$ cat src/rtl/tfa_pkg.sv
`timescale 1ns/1ps
package tfa_pkg;
  typedef enum logic [1:0] {
    ADDR_CH_DLY  = 2'd0,
    ADDR_BIT_DLY = 2'd1,
    ADDR_RATE    = 2'd2
  } tfa_addr_e;
endpackage

$ cat src/rtl/tfa_cfg.sv
`timescale 1ns/1ps
module tfa_cfg #(
  parameter int CH_W = 8,
  parameter int BD_W = 5
) (
  input  logic            clk_i,
  input  logic            rst_ni,
  input  logic            we_i,
  input  logic [1:0]      addr_i,
  input  logic [CH_W-1:0] wdata_i,
  input  logic            fp_i,
  output logic [CH_W-1:0] act_cd_o,
  output logic [BD_W-1:0] act_bd_o,
  output logic            act_hi_o,
  output logic [CH_W-1:0] eff_cd_o,
  output logic [BD_W-1:0] eff_bd_o,
  output logic            eff_hi_o
);
  import tfa_pkg::*;

  logic [CH_W-1:0] shd_cd_q;
  logic [BD_W-1:0] shd_bd_q;
  logic            shd_hi_q;

  always_ff @(posedge clk_i or negedge rst_ni) begin
    if (!rst_ni) begin
      shd_cd_q <= '0;
      shd_bd_q <= '0;
      shd_hi_q <= 1'b0;
    end else if (we_i) begin
      case (tfa_addr_e'(addr_i))
        ADDR_CH_DLY:  shd_cd_q <= wdata_i;
        ADDR_BIT_DLY: shd_bd_q <= wdata_i[BD_W-1:0];
        ADDR_RATE:    shd_hi_q <= wdata_i[0];
        default: ;
      endcase
    end
  end

  // shadow values become active only on the frame pulse
  always_ff @(posedge clk_i or negedge rst_ni) begin
    if (!rst_ni) begin
      act_cd_o <= '0;
      act_bd_o <= '0;
      act_hi_o <= 1'b0;
    end else if (fp_i) begin
      act_cd_o <= shd_cd_q;
      act_bd_o <= shd_bd_q;
      act_hi_o <= shd_hi_q;
    end
  end

  assign eff_cd_o = fp_i ? shd_cd_q : act_cd_o;
  assign eff_bd_o = fp_i ? shd_bd_q : act_bd_o;
  assign eff_hi_o = fp_i ? shd_hi_q : act_hi_o;
endmodule

$ cat src/rtl/tfa_slot_cnt.sv
`timescale 1ns/1ps
module tfa_slot_cnt #(
  parameter int POS_W = 13,
  parameter int BD_W  = 5
) (
  input  logic             clk_i,
  input  logic             rst_ni,
  input  logic             fp_i,
  input  logic             hi_i,
  input  logic [BD_W-1:0]  bd_i,
  output logic [POS_W-1:0] cnt_o,
  output logic [POS_W-1:0] dpos_o
);
  logic [POS_W-1:0] mask;
  logic [POS_W-1:0] pos;

  // the lower rate halves the frame: drop the top position bit
  assign mask = hi_i ? {POS_W{1'b1}} : {1'b0, {(POS_W-1){1'b1}}};
  assign pos  = fp_i ? '0 : cnt_o;

  always_ff @(posedge clk_i or negedge rst_ni) begin
    if (!rst_ni) cnt_o <= '0;
    else         cnt_o <= (pos + POS_W'(1)) & mask;
  end

  // position inside the delayed stream frame
  assign dpos_o = (pos - POS_W'(bd_i)) & mask;
endmodule

$ cat src/rtl/tfa_deser.sv
`timescale 1ns/1ps
module tfa_deser #(
  parameter int POS_W = 13,
  parameter int CH_W  = 8,
  parameter int PH_W  = 2,
  parameter int BIT_W = 3,
  parameter int NB    = 8
) (
  input  logic             clk_i,
  input  logic             rst_ni,
  input  logic             ser_i,
  input  logic [POS_W-1:0] dpos_i,
  input  logic [CH_W-1:0]  cd_i,
  input  logic             hi_i,
  output logic [NB-1:0]    byte_o,
  output logic [CH_W-1:0]  chan_o,
  output logic             valid_o
);
  localparam int PH_SAMPLE = (1 << PH_W) / 2;

  logic            capture;
  logic            last_bit;
  logic [CH_W-1:0] raw_slot;
  logic [CH_W-1:0] ch_mask;
  logic [CH_W-1:0] chan_nxt;
  logic [NB-2:0]   sh_q;
  logic [NB-1:0]   sh_nxt;

  assign capture  = dpos_i[PH_W-1:0] == PH_W'(PH_SAMPLE);
  assign last_bit = capture && (dpos_i[PH_W +: BIT_W] == {BIT_W{1'b1}});
  assign raw_slot = dpos_i[POS_W-1 -: CH_W];
  assign ch_mask  = hi_i ? {CH_W{1'b1}} : {1'b0, {(CH_W-1){1'b1}}};
  assign chan_nxt = (raw_slot - cd_i) & ch_mask;
  assign sh_nxt   = {sh_q, ser_i};

  always_ff @(posedge clk_i or negedge rst_ni) begin
    if (!rst_ni) begin
      sh_q    <= '0;
      byte_o  <= '0;
      chan_o  <= '0;
      valid_o <= 1'b0;
    end else begin
      valid_o <= last_bit;
      if (capture) sh_q <= sh_nxt[NB-2:0];
      if (last_bit) begin
        byte_o <= sh_nxt;
        chan_o <= chan_nxt;
      end
    end
  end
endmodule

$ cat src/rtl/tdm_frame_aligner.sv
`timescale 1ns/1ps
module tdm_frame_aligner #(
  parameter int NUM_CH_HI   = 256,
  parameter int BITS_PER_CH = 8,
  parameter int OVERSAMPLE  = 4,
  parameter int BIT_DLY_W   = 5
) (
  input  logic                          clk_i,
  input  logic                          rst_ni,
  input  logic                          frame_pulse_i,
  input  logic                          ser_i,
  input  logic                          reg_we_i,
  input  logic [1:0]                    reg_addr_i,
  input  logic [$clog2(NUM_CH_HI)-1:0]  reg_wdata_i,
  output logic [BITS_PER_CH-1:0]        byte_o,
  output logic [$clog2(NUM_CH_HI)-1:0]  chan_o,
  output logic                          valid_o
);
  localparam int CH_W  = $clog2(NUM_CH_HI);
  localparam int BIT_W = $clog2(BITS_PER_CH);
  localparam int PH_W  = $clog2(OVERSAMPLE);
  localparam int POS_W = CH_W + BIT_W + PH_W;

  logic [CH_W-1:0]      act_cd, eff_cd;
  logic [BIT_DLY_W-1:0] act_bd, eff_bd;
  logic                 act_hi, eff_hi;
  logic [POS_W-1:0]     cnt;
  logic [POS_W-1:0]     dpos;

  tfa_cfg #(.CH_W(CH_W), .BD_W(BIT_DLY_W)) u_cfg (
    .clk_i   (clk_i),
    .rst_ni  (rst_ni),
    .we_i    (reg_we_i),
    .addr_i  (reg_addr_i),
    .wdata_i (reg_wdata_i),
    .fp_i    (frame_pulse_i),
    .act_cd_o(act_cd),
    .act_bd_o(act_bd),
    .act_hi_o(act_hi),
    .eff_cd_o(eff_cd),
    .eff_bd_o(eff_bd),
    .eff_hi_o(eff_hi)
  );

  tfa_slot_cnt #(.POS_W(POS_W), .BD_W(BIT_DLY_W)) u_cnt (
    .clk_i (clk_i),
    .rst_ni(rst_ni),
    .fp_i  (frame_pulse_i),
    .hi_i  (eff_hi),
    .bd_i  (eff_bd),
    .cnt_o (cnt),
    .dpos_o(dpos)
  );

  tfa_deser #(
    .POS_W(POS_W), .CH_W(CH_W), .PH_W(PH_W), .BIT_W(BIT_W), .NB(BITS_PER_CH)
  ) u_deser (
    .clk_i  (clk_i),
    .rst_ni (rst_ni),
    .ser_i  (ser_i),
    .dpos_i (dpos),
    .cd_i   (eff_cd),
    .hi_i   (eff_hi),
    .byte_o (byte_o),
    .chan_o (chan_o),
    .valid_o(valid_o)
  );
endmodule

$ cat config.mk
export PLATFORM = sky130hd
export DESIGN_NAME = tdm_frame_aligner
export DESIGN_NICKNAME = d
export VERILOG_FILES = /design/src/rtl/tfa_pkg.sv /design/src/rtl/tfa_cfg.sv /design/src/rtl/tfa_slot_cnt.sv /design/src/rtl/tfa_deser.sv /design/src/rtl/tdm_frame_aligner.sv
export SDC_FILE = /design/constraint.sdc
export NUM_CORES = 1
export LEC_CHECK = 0
export BUFFER_PORTS_ARGS = -buffer_cell sky130_fd_sc_hd__buf_4
export CORE_UTILIZATION = 60
export CTS_CLUSTER_DIAMETER = 150
export DETAILED_ROUTE_END_ITERATION = 12
export PLACE_DENSITY = 0.86
export SETUP_SLACK_MARGIN = 0.5
export SLEW_MARGIN = 15
export SYNTH_ARGS = -nofsm -noshare
export SYNTH_HDL_FRONTEND = slang
export SYNTH_HIERARCHICAL = 1
export SYNTH_SLANG_ARGS = --single-unit
$ cat constraint.sdc
create_clock -name clk_i -period 5.6 [get_ports clk_i]
set_clock_uncertainty 0.15 [all_clocks]
set_input_delay 1.12 -clock clk_i [delete_from_list [all_inputs] [get_ports clk_i]]
set_output_delay 1.12 -clock clk_i [all_outputs]
set_load 0.01 [all_outputs]
Yosys cells after proc, flatten, opt, wreduce, memory -nomap -nowiden
Cells that the tools add are included.

word-level totals
  bits in registers = 65
  output and inout bits = 17
  word-level logic and storage cells = 32

cells by class
  add/subtract/negate cells = 3
  eq/ne operators = 4
  multiplexer cells = 6
  bitwise logic cells = 3
  reductions and logical operators = 5

operators by type and width
  cell                                                              count
  13-bit bitwise AND                                                2
  13-bit 2-to-1 mux                                                 2
  8-bit 2-to-1 mux                                                  2
  13-bit by 1-bit adder with 13-bit output (second input constant)  1
  13-bit by 5-bit subtractor with 13-bit output                     1
  8-bit bitwise AND                                                 1
  8-bit subtractor                                                  1
  2-bit AND reduction                                               3
  5-bit 2-to-1 mux                                                  1
  2-bit == test (second input constant)                             2
  3-bit == test (second input constant)                             1
  2-bit by 1-bit == test with 1-bit output (second input constant)  1
  2-bit zero test                                                   1
  1-bit logical AND                                                 1
  1-bit 2-to-1 mux                                                  1

Logic depth before layout (Yosys ltp)
Gate-level depths: netlist (run 1).

  depth in word-level cells = 5
  gate-level depth with buffers = 17
  depth with buffers taken out = 16

Cells and area by module
Netlist (run 1), hierarchy kept.

by module, submodules not included
  module        times used  cells an instance  area an instance (µm²)  seq. area each (µm²)
  tfa_deser     1           120                1217.4                  600.6
  tfa_slot_cnt  1           128                1078.5                  325.3
  tfa_cfg       1           60                 1054.8                  700.7

Worst setup path after synthesis (run 1)
OpenSTA, ideal clock, no wires.

  kind = input -> register
  from = input frame_pulse_i
  to = register u_deser.chan_o[6]
  setup time = 0.121 ns
  data arrival time = 4.061 ns
  required time = 5.329 ns
  slack = 1.268 ns
  stages = 17
  buffers on the path = 1
  path through = buf_2 mux2_2 inv_1 ha_1 nor3b_1 a311oi_1 o31ai_2 xnor2_1 inv_1 ha_1 inv_1 fa_1 a21oi_1 o21ai_1 a21oi_1 xor2_1 o21ai_1

between the ends
  cells in the longest elaborated chain, start to end = 5

ends and longest elaborated chain
  what                                           line                     RTL
  start: declaration                             tdm_frame_aligner.sv:10  input logic frame_pulse_i,
  5-bit 2-to-1 mux                               tfa_cfg.sv:54            assign eff_bd_o = fp_i ? shd_bd_q : act_bd_o;
  via eff_bd[2]                                  tdm_frame_aligner.sv:25  logic [BIT_DLY_W-1:0] act_bd, eff_bd;
  13-bit by 5-bit subtractor with 13-bit output  tfa_slot_cnt.sv:27       assign dpos_o = (pos - POS_W'(bd_i)) & mask;
  13-bit bitwise AND                             tfa_slot_cnt.sv:27
  via dpos[5]                                    tdm_frame_aligner.sv:28  logic [POS_W-1:0] dpos;
  8-bit subtractor                               tfa_deser.sv:33          assign chan_nxt = (raw_slot - cd_i) & ch_mask;
  8-bit bitwise AND                              tfa_deser.sv:33
  end signal: assignment                         tfa_deser.sv:47          chan_o <= chan_nxt;
  end: declaration                               tfa_deser.sv:16          output logic [CH_W-1:0] chan_o,

The timed path passes the listed nets, and every way through them passes these cells.
A chain may end at the register's enable or synchronous reset.

Worst setup path after layout (run 1)
Ends and elaborated chain as after synthesis.

==> results of run 1 <==
-- worst reg2reg max path: stages, from the launching register on --
cell and delay (ns):
dfrtp_1 0.38, mux2_2 0.28, inv_1 0.06, ha_1 0.27, nor3b_1 0.17, a311oi_1 0.44
o31ai_2 0.20, xnor2_1 0.16, inv_1 0.08, ha_1 0.16, inv_1 0.05, fa_1 0.40
a21oi_1 0.21, o21ai_1 0.11, a21oi_1 0.21, xor2_1 0.18, o21ai_1 0.07
-- state kept, by name, indices dropped and copies added, names as in the netlist --
signal	count
u_cfg/act_bd_o	5
u_cfg/act_cd_o	8
u_cfg/act_hi_o	1
u_cfg/shd_bd_q	5
u_cfg/shd_cd_q	8
u_cfg/shd_hi_q	1
u_cnt/cnt_o	13
u_deser/byte_o	8
u_deser/chan_o	8
u_deser/sh_q	7
u_deser/valid_o	1
-- power groups by stage --
stage	sequential [uW]	clock, uW	combinational, uW
after floorplan	675	0	367
after CTS	658	454	556
after global routing	674	473	610
final	658	448	556
after global placement	657	0	523
after detailed placement	666	0	550
-- metrics by stage --
| stage | util [%] | worst slack, ns | hold slack (ns) | area, sq um |
|---|---|---|---|---|
| finish | 73.01 | 1.046 | 0.3379 | 3824 |
| global route | 73.01 | 0.7883 | 0.3511 | 3824 |
| CTS | 73.01 | 1.089 | 0.3298 | 3824 |
| detailed placement | 68.63 | 0.7344 | 0.3149 | 3595 |
| global placement | 68.63 | 0.9533 | 0.3031 | 3595 |
| floorplan | - | 1.268 | 0.2839 | 3351 |
-- cell type report --
class                   instances  share of cell area (%)
clock buffers                  11                   3.959
clock inverters                 5                   2.029
inverters                      21                   2.062
multi-input cells             213                   41.03
flip-flops and latches         65                   42.54
well taps                      70                   2.291
repair buffers                 31                   6.086
-- cell families (layout without fill, tap and decap cells) --
family / Yosys count / in the layout / share of synthesized area [%]
flops: 65 / 65 / 48.54
simple gates: 103 / 103 / 15.98
buf+inv: 30 / 68 / 4.630
compound gates: 37 / 37 / 7.319
mux: 36 / 36 / 12.06
xor+xnor: 23 / 23 / 6.012
fa+ha+maj: 14 / 14 / 5.452
-- per-layer routing --
metal | vias to the layer above | track usage [%] | wire length [um]
li1 | 1105 | - | -
met1 | 1125 | 30.28 | 2788
met2 | 84 | 40.89 | 3185
met4 | 0 | 15.96 | 239
met3 | 26 | 5.357 | 354
met5 | - | 0 | 0
-- worst max path at each step --
stage                  startpoint                end  slack (ns)  depth (start not counted)
global route        frame_pulse_i  u_deser/chan_o[6]        0.79                         17
CTS                 frame_pulse_i  u_deser/chan_o[6]        1.09                         17
detailed placement  frame_pulse_i  u_deser/chan_o[6]        0.73                         17
global placement    frame_pulse_i  u_deser/chan_o[6]        0.95                         17
floorplan           frame_pulse_i  u_deser/chan_o[6]        1.27                         17
finish              frame_pulse_i  u_deser/chan_o[6]        1.05                         17
-- synthesized netlist by cell type (5+ instances only) --
master,instances
a21oi_1,7
dfrtp_1,65
ha_1,13
inv_1,19
mux2_2,35
nand2_1,47
nor2_1,21
nor2b_1,5
o21ai_1,7
xnor2_1,14
xor2_1,9
==> key figures, run 1 <==
STA
  • Final worst-path cycle share: between 80% and 90%
  • Fin. Hold Viols: 0
  • # setup viols final: 0
  • TNS Setup: 0 ns
  • Pins over their slew limit: 0
  • Fin crit period: approximately 4.6 ns
  • Worst-Margin Slew: between 0.7 and 0.8 ns
  • Slew HR: between 40% and 50%
  • RSZ-0062 raised after global routing: no
  • Fmax achieved: approximately 0.22 GHz

Yosys
  • Mean Syn Cell Area: about 11 sq um
  • Sequential share of the synthesized area: 48.54%
  • Yosys cell types: 50
  • Post-synth EDFFs: 0
  • Synth Cell Area: roughly 0.0034 sq mm
  • Syn_nets: 337
  • Warnings, synthesis: 6
  • Gate Count Post-Synth: 308
  • Top-area cell type share of the netlist area: approximately half
  • Post-synthesis register bit count: 65
  • Ranking of synthesized cells by area: dfrtp_1 (49%), mux2_2 (12%), nand2_1 (5.3%)
  • Asr flop ratio synth: between 90% and 100%
  • Post-synth top area cell: dfrtp_1
  • Most used DFF post-synth: dfrtp_1

Global routing
  • Antenna violations before repair: 0
  • Gr ovfl total: 0
  • Vias in the first global route: between 2000 and 2500
  • First-pass GRT wire length: around 11 mm
  • Largest net degree at the start of global routing: 66
  • Total GRT Usage: 25.11%

Power and ir drop
  • Switch share: 32.02%
  • P per Cell Area: about 430 mW/mm^2
  • Comb pwr share: 33.5%
  • Peak supply drop: around 0.00027 V
  • Internal: 1130 uW
  • Seq pwr share: ~40%
  • P_sw: 532.2 uW
  • Static Leakage: around 0.0018 uW
  • Proportion of power drawn by the clock network: a little over a quarter
  • Total power: about 1700 uW

Worst hold path
  • Hold Crit Endpoint: u_deser/byte_o[0]
  • Hold/Removal Path Class: reg -> reg
  • Hold Crit Depth: 2
  • Hold path startpoint: u_deser/byte_o[0]

Detailed routing
  • Final WL: 6.567 mm
  • Drt pass-1 iters: 4
  • Via/cell ratio: approximately 5.6
  • Drt wl/cell: between 15 and 20 um
  • 1st-iter DRT viols: ~150
  • Post-route antenna net violation count: 0
  • DR vias: roughly 2300
  • Residual DRC count: 0

Setup path
  • WS Path Type: in -> reg
  • Crit path launch type: input port
  • Worst reg2reg path depth: 16
  • Crit path max-delay family: compound AO/OA/AOI/OAI gates
  • Crit path max fanout: 34
  • Crit path cell chain: buf_4, mux2_2, inv_1, ha_1, nor3b_1, a311oi_1, o31ai_2, xnor2_1, inv_1, ha_1, inv_1, fa_1, a21oi_1, o21ai_1, a21oi_1, xor2_1, o21ai_1
  • R2R Setup Slk: approximately 1.9 ns
  • Slowest Stage Delay on Critical Path: about 0.44 ns
  • Most used cell, CP: inv_1
  • Worst Path Required: approximately 5.7 ns
  • Reg2reg start: u_cfg/shd_bd_q[2]
  • FF-to-FF End: u_deser/chan_o[6]
  • Crit-path slowest cell: a311oi_1
  • Crit path buf inv count: 4
  • Worst EP arrival: around 4.6 ns
  • Worst setup EP type: flip-flop

Clock tree
  • Total CTS buffers: 9
  • Worst-path clk slew: approximately 0.07 ns
  • TritonCTS clock tree: built
  • Clock sink total: 65
  • Root buffer cell: clkbuf_8
  • Clock Tree Buf Depth: 2
  • H-Tree Depth: 3
  • Cts hold-fix bufs: 0
  • Worst-Skew Late Latency: around 0.34 ns
  • Post_cts resized: 0
  • Setup Buffers After CTS: 0

Final layout
  • Number of fill cells: 347
  • Antenna Cells: 0
  • Share of layout cells above drive strength 1: 28.61%
  • Nets: 370
  • Multi-input logic area: 0.001569 sq mm
  • Post-Layout Cell Count: 416
  • Commonest non-fill, non-tap cell in the layout: dfrtp_1
  • Area growth syn-to-layout: 14.12%
  • Most frequent cells in the layout: dfrtp_1 (65), nand2_1 (47), mux2_2 (35)
  • FF+latch area: ~0.0016 sq mm

Placement
  • Dpl cells: 400
  • GP Congestion: 0.8797
  • Post-DP HPWL: roughly 4.7 mm
  • I/O Buffers: 31

Run
  • Max-Cap Viols: 0

Floorplanning
  • Die area: between 0.005 and 0.006 sq mm
  • Core box area: ~0.0052 sq mm
  • Die Height: 76.73 um
  • Starting Density: a little under two thirds
  • Io pins: 32
  • Cell Rows: 26
  • Die width: 76.73 um

Status
  • Status: complete, no violations
Note: power is estimated with default switching activity, not from simulation.
==> run 2, diff against run 1 <==
Settings changed: CORE_UTILIZATION 60 to 53, PLACE_DENSITY 0.86 to 0.8.
Clock period 5.6 ns to 4.1 ns, I/O delays scaled along.
==> run 2 against run 1 <==
Against the previous run:
- power increased by 39%
- sequential share of layout area decreased by 2.6 points
- sequential power increased by 36%
- die area increased by 13%
- non-clock buffer count increased by 15
- design area increased by 6.6%
- register-to-register slack got worse by 1.3 ns
- clock power increased by 21%
- setup slack got worse by 0.63 ns
==> key figures, run 2 (synthesis results as in run 1) <==
Setup path
  • WS Path Type: in -> reg
  • Worst setup EP type: flip-flop
  • Crit path from: frame_pulse_i
  • Reg2reg start: u_cfg/shd_bd_q[2]
  • Worst reg2reg path depth: 15 (-1)
  • Crit path max fanout: 5 (-85%)
  • Worst Path Required: 4.18 ns (-1.49 ns)
  • Worst EP arrival: 3.76 ns (-0.87 ns)
  • R2R Setup Slk: 0.62 ns (-1.30 ns)
  • FF-to-FF End: u_deser/chan_o[6]
  • Crit path launch type: input port

Detailed routing
  • DR vias: 2375 (+1.5%)
  • Residual DRC count: 0 (unchanged)
  • Drt pass-1 iters: 5 (+1)
  • 1st-iter DRT viols: 125 (-16%)
  • Final WL: 6.944 mm (+5.7%)
  • Via/cell ratio: 5.447 (-3.2%)
  • Drt wl/cell: 15.93 um (+0.89%)
  • Post-route antenna net violation count: 0 (unchanged)

Floorplanning
  • Starting Density: 55.61% (-8.4 points)
  • Cell Rows: 28 (+7.7%)
  • Die width: 81.51 um (+6.2%)
  • Io pins: 32 (unchanged)
  • Die Height: 81.51 um (+6.2%)
  • Core box area: 0.006026 sq mm (+15%)
  • Die area: 0.006644 sq mm (+13%)

STA
  • TNS Setup: 0 ns (unchanged)
  • RSZ-0062 raised after global routing: yes
  • Hold WS: 0.3241 ns (-0.01382 ns)
  • Fmax achieved: 0.2716 GHz
  • Final worst-path cycle share: between 80% and 90%
  • # setup viols final: 0 (unchanged)
  • Pins over their slew limit: 0 (unchanged)
  • Slew HR: 46.11% (-0.88 points)
  • Fin crit period: around 3.7 ns
  • Worst-Margin Slew: 0.8083 ns (+0.01320 ns)
  • Fin. Hold Viols: 0 (unchanged)

Clock tree
  • Clock sink total: 65 (unchanged)
  • Clock Tree Buf Depth: 2 (unchanged)
  • Worst-Skew Late Latency: 0.35 ns (about the same)
  • TritonCTS clock tree: built
  • H-Tree Depth: 3 (unchanged)
  • Cts hold-fix bufs: 0 (unchanged)
  • Root buffer cell: clkbuf_8
  • Total CTS buffers: 9 (unchanged)
  • Worst-path clk slew: 0.07 ns (about the same)

Worst hold path
  • Hold/Removal Path Class: reg -> reg
  • Hold Crit Endpoint: u_deser/byte_o[7]
  • Hold path startpoint: u_deser/sh_q[6]
  • Hold Crit Depth: 2 (unchanged)

Final layout
  • Post-layout util: 67.63% (-5.4 points)
  • Nets: 385 (+4.1%)
  • Share of layout cells above drive strength 1: 36.29% (+7.7 points)
  • FF+latch area: 0.001627 sq mm (unchanged)
  • Area growth syn-to-layout: 21.62%
  • Multi-input logic area: 0.001694 sq mm (+8.0%)
  • Most frequent cells in the layout: dfrtp_1 (65), nand2_1 (47), buf_4 (43)
  • Largest Register: u_cnt/cnt_o
  • Max reg flops: 13 (unchanged)
  • Number of fill cells: 436 (+26%)
  • Commonest non-fill, non-tap cell in the layout: dfrtp_1
  • Antenna Cells: 0 (unchanged)

Power and ir drop
  • Seq pwr share: 38.7% (-0.9 points)
  • Switch share: 33.21% (+1.2 points)
  • Comb pwr share: 37.9% (+4.4 points)
  • P per Cell Area: 567.6 mW/mm^2 (+31%)
  • Static Leakage: 0.001869 uW (+4.3%)
  • Internal: 1545 uW (+37%)
  • P_sw: 768.1 uW (+44%)
  • Proportion of power drawn by the clock network: 23.4% (-3.6 points)
  • Peak supply drop: 0.0003007 V (+12%)

Run
  • Max-Cap Viols: 0 (unchanged)

Status
  • Status: complete, no violations

Placement
  • I/O Buffers: 31 (unchanged)
  • GP Congestion: 0.9120 (+3.7%)
  • Post-DP HPWL: 4.537 mm (-3.5%)

Global routing
  • Largest net degree at the start of global routing: 66 (unchanged)
  • Gr ovfl total: 0 (unchanged)
  • Total GRT Usage: 21.92% (-3.2 points)
  • Antenna violations before repair: 0 (unchanged)
  • First-pass GRT wire length: 10.66 mm (-4.7%)
  • Vias in the first global route: 2367 (-3.5%)
-- run 2: cell type report --
cell class | instances | share of cell area, %
multi-input cells | 213 | 41.57
well taps | 75 | 2.303
flip-flops and latches | 65 | 39.91
clock inverters | 5 | 1.351
inverters | 21 | 1.996
repair buffers | 46 | 9.395
clock buffers | 11 | 3.469
-- run 2: through the flow --
stage | power [uW] | setup WS, ns | instance area, sq um | cells
final | 2313 | 0.4185 | 4075 | 436
after floorplan | 1444 | 0.3975 | 3406 | 308
after global routing | 2464 | 0.2885 | 4075 | 436
after detailed placement | 1674 | 0.05887 | 3661 | 407
after global placement | 1640 | 0.1761 | 3661 | 407
after CTS | 2229 | 0.5137 | 3876 | 425
-- run 2: how the worst max path moves through the flow --
| stage | to | slack (ns) | cells after the start |
|---|---|---|---|
| global route | u_deser/chan_o[6] | 0.29 | 16 |
| floorplan | u_deser/chan_o[6] | 0.40 | 17 |
| detailed placement | u_deser/chan_o[5] | 0.06 | 14 |
| finish | u_deser/chan_o[6] | 0.42 | 16 |
| CTS | u_deser/chan_o[6] | 0.51 | 16 |
| global placement | u_deser/chan_o[6] | 0.18 | 16 |
-- run 2: power by group through the flow --
| stage | clock [uW] | combinational [uW] | sequential, uW |
|---|---|---|---|
| CTS | 550 | 781 | 897 |
| global route | 583 | 962 | 919 |
| global placement | 0 | 740 | 900 |
| finish | 540 | 876 | 896 |
| floorplan | 0 | 522 | 922 |
| detailed placement | 0 | 765 | 908 |
-- run 2: what timing repair did --
action	4_1_cts	5_1_grt
resized for setup	1	16
gates cloned	0	1
setup endpoints to repair	2	4
pin swaps	2	16
buffers inserted	2	10
-- run 2: routing by layer --
layer	vias up	wire length (um)	global-route usage (%)
li1	1137	-	-
met1	1176	3123	26.66
met2	39	3341	34.83
met3	23	199	4.778
met4	0	279	14.64
met5	-	0	0
-- run 2: critical path, stage by stage --
cell and delay (ns):
buf_16 0.11, mux2_4 0.32, inv_4 0.07, ha_4 0.20, nor3b_4 0.15, a311oi_2 0.35
o31ai_4 0.14, nor2_1 0.21, xnor2_1 0.18, ha_1 0.31, buf_4 0.16, a21oi_2 0.16
o21ai_1 0.09, a21oi_1 0.22, xor2_1 0.18, o21ai_1 0.08
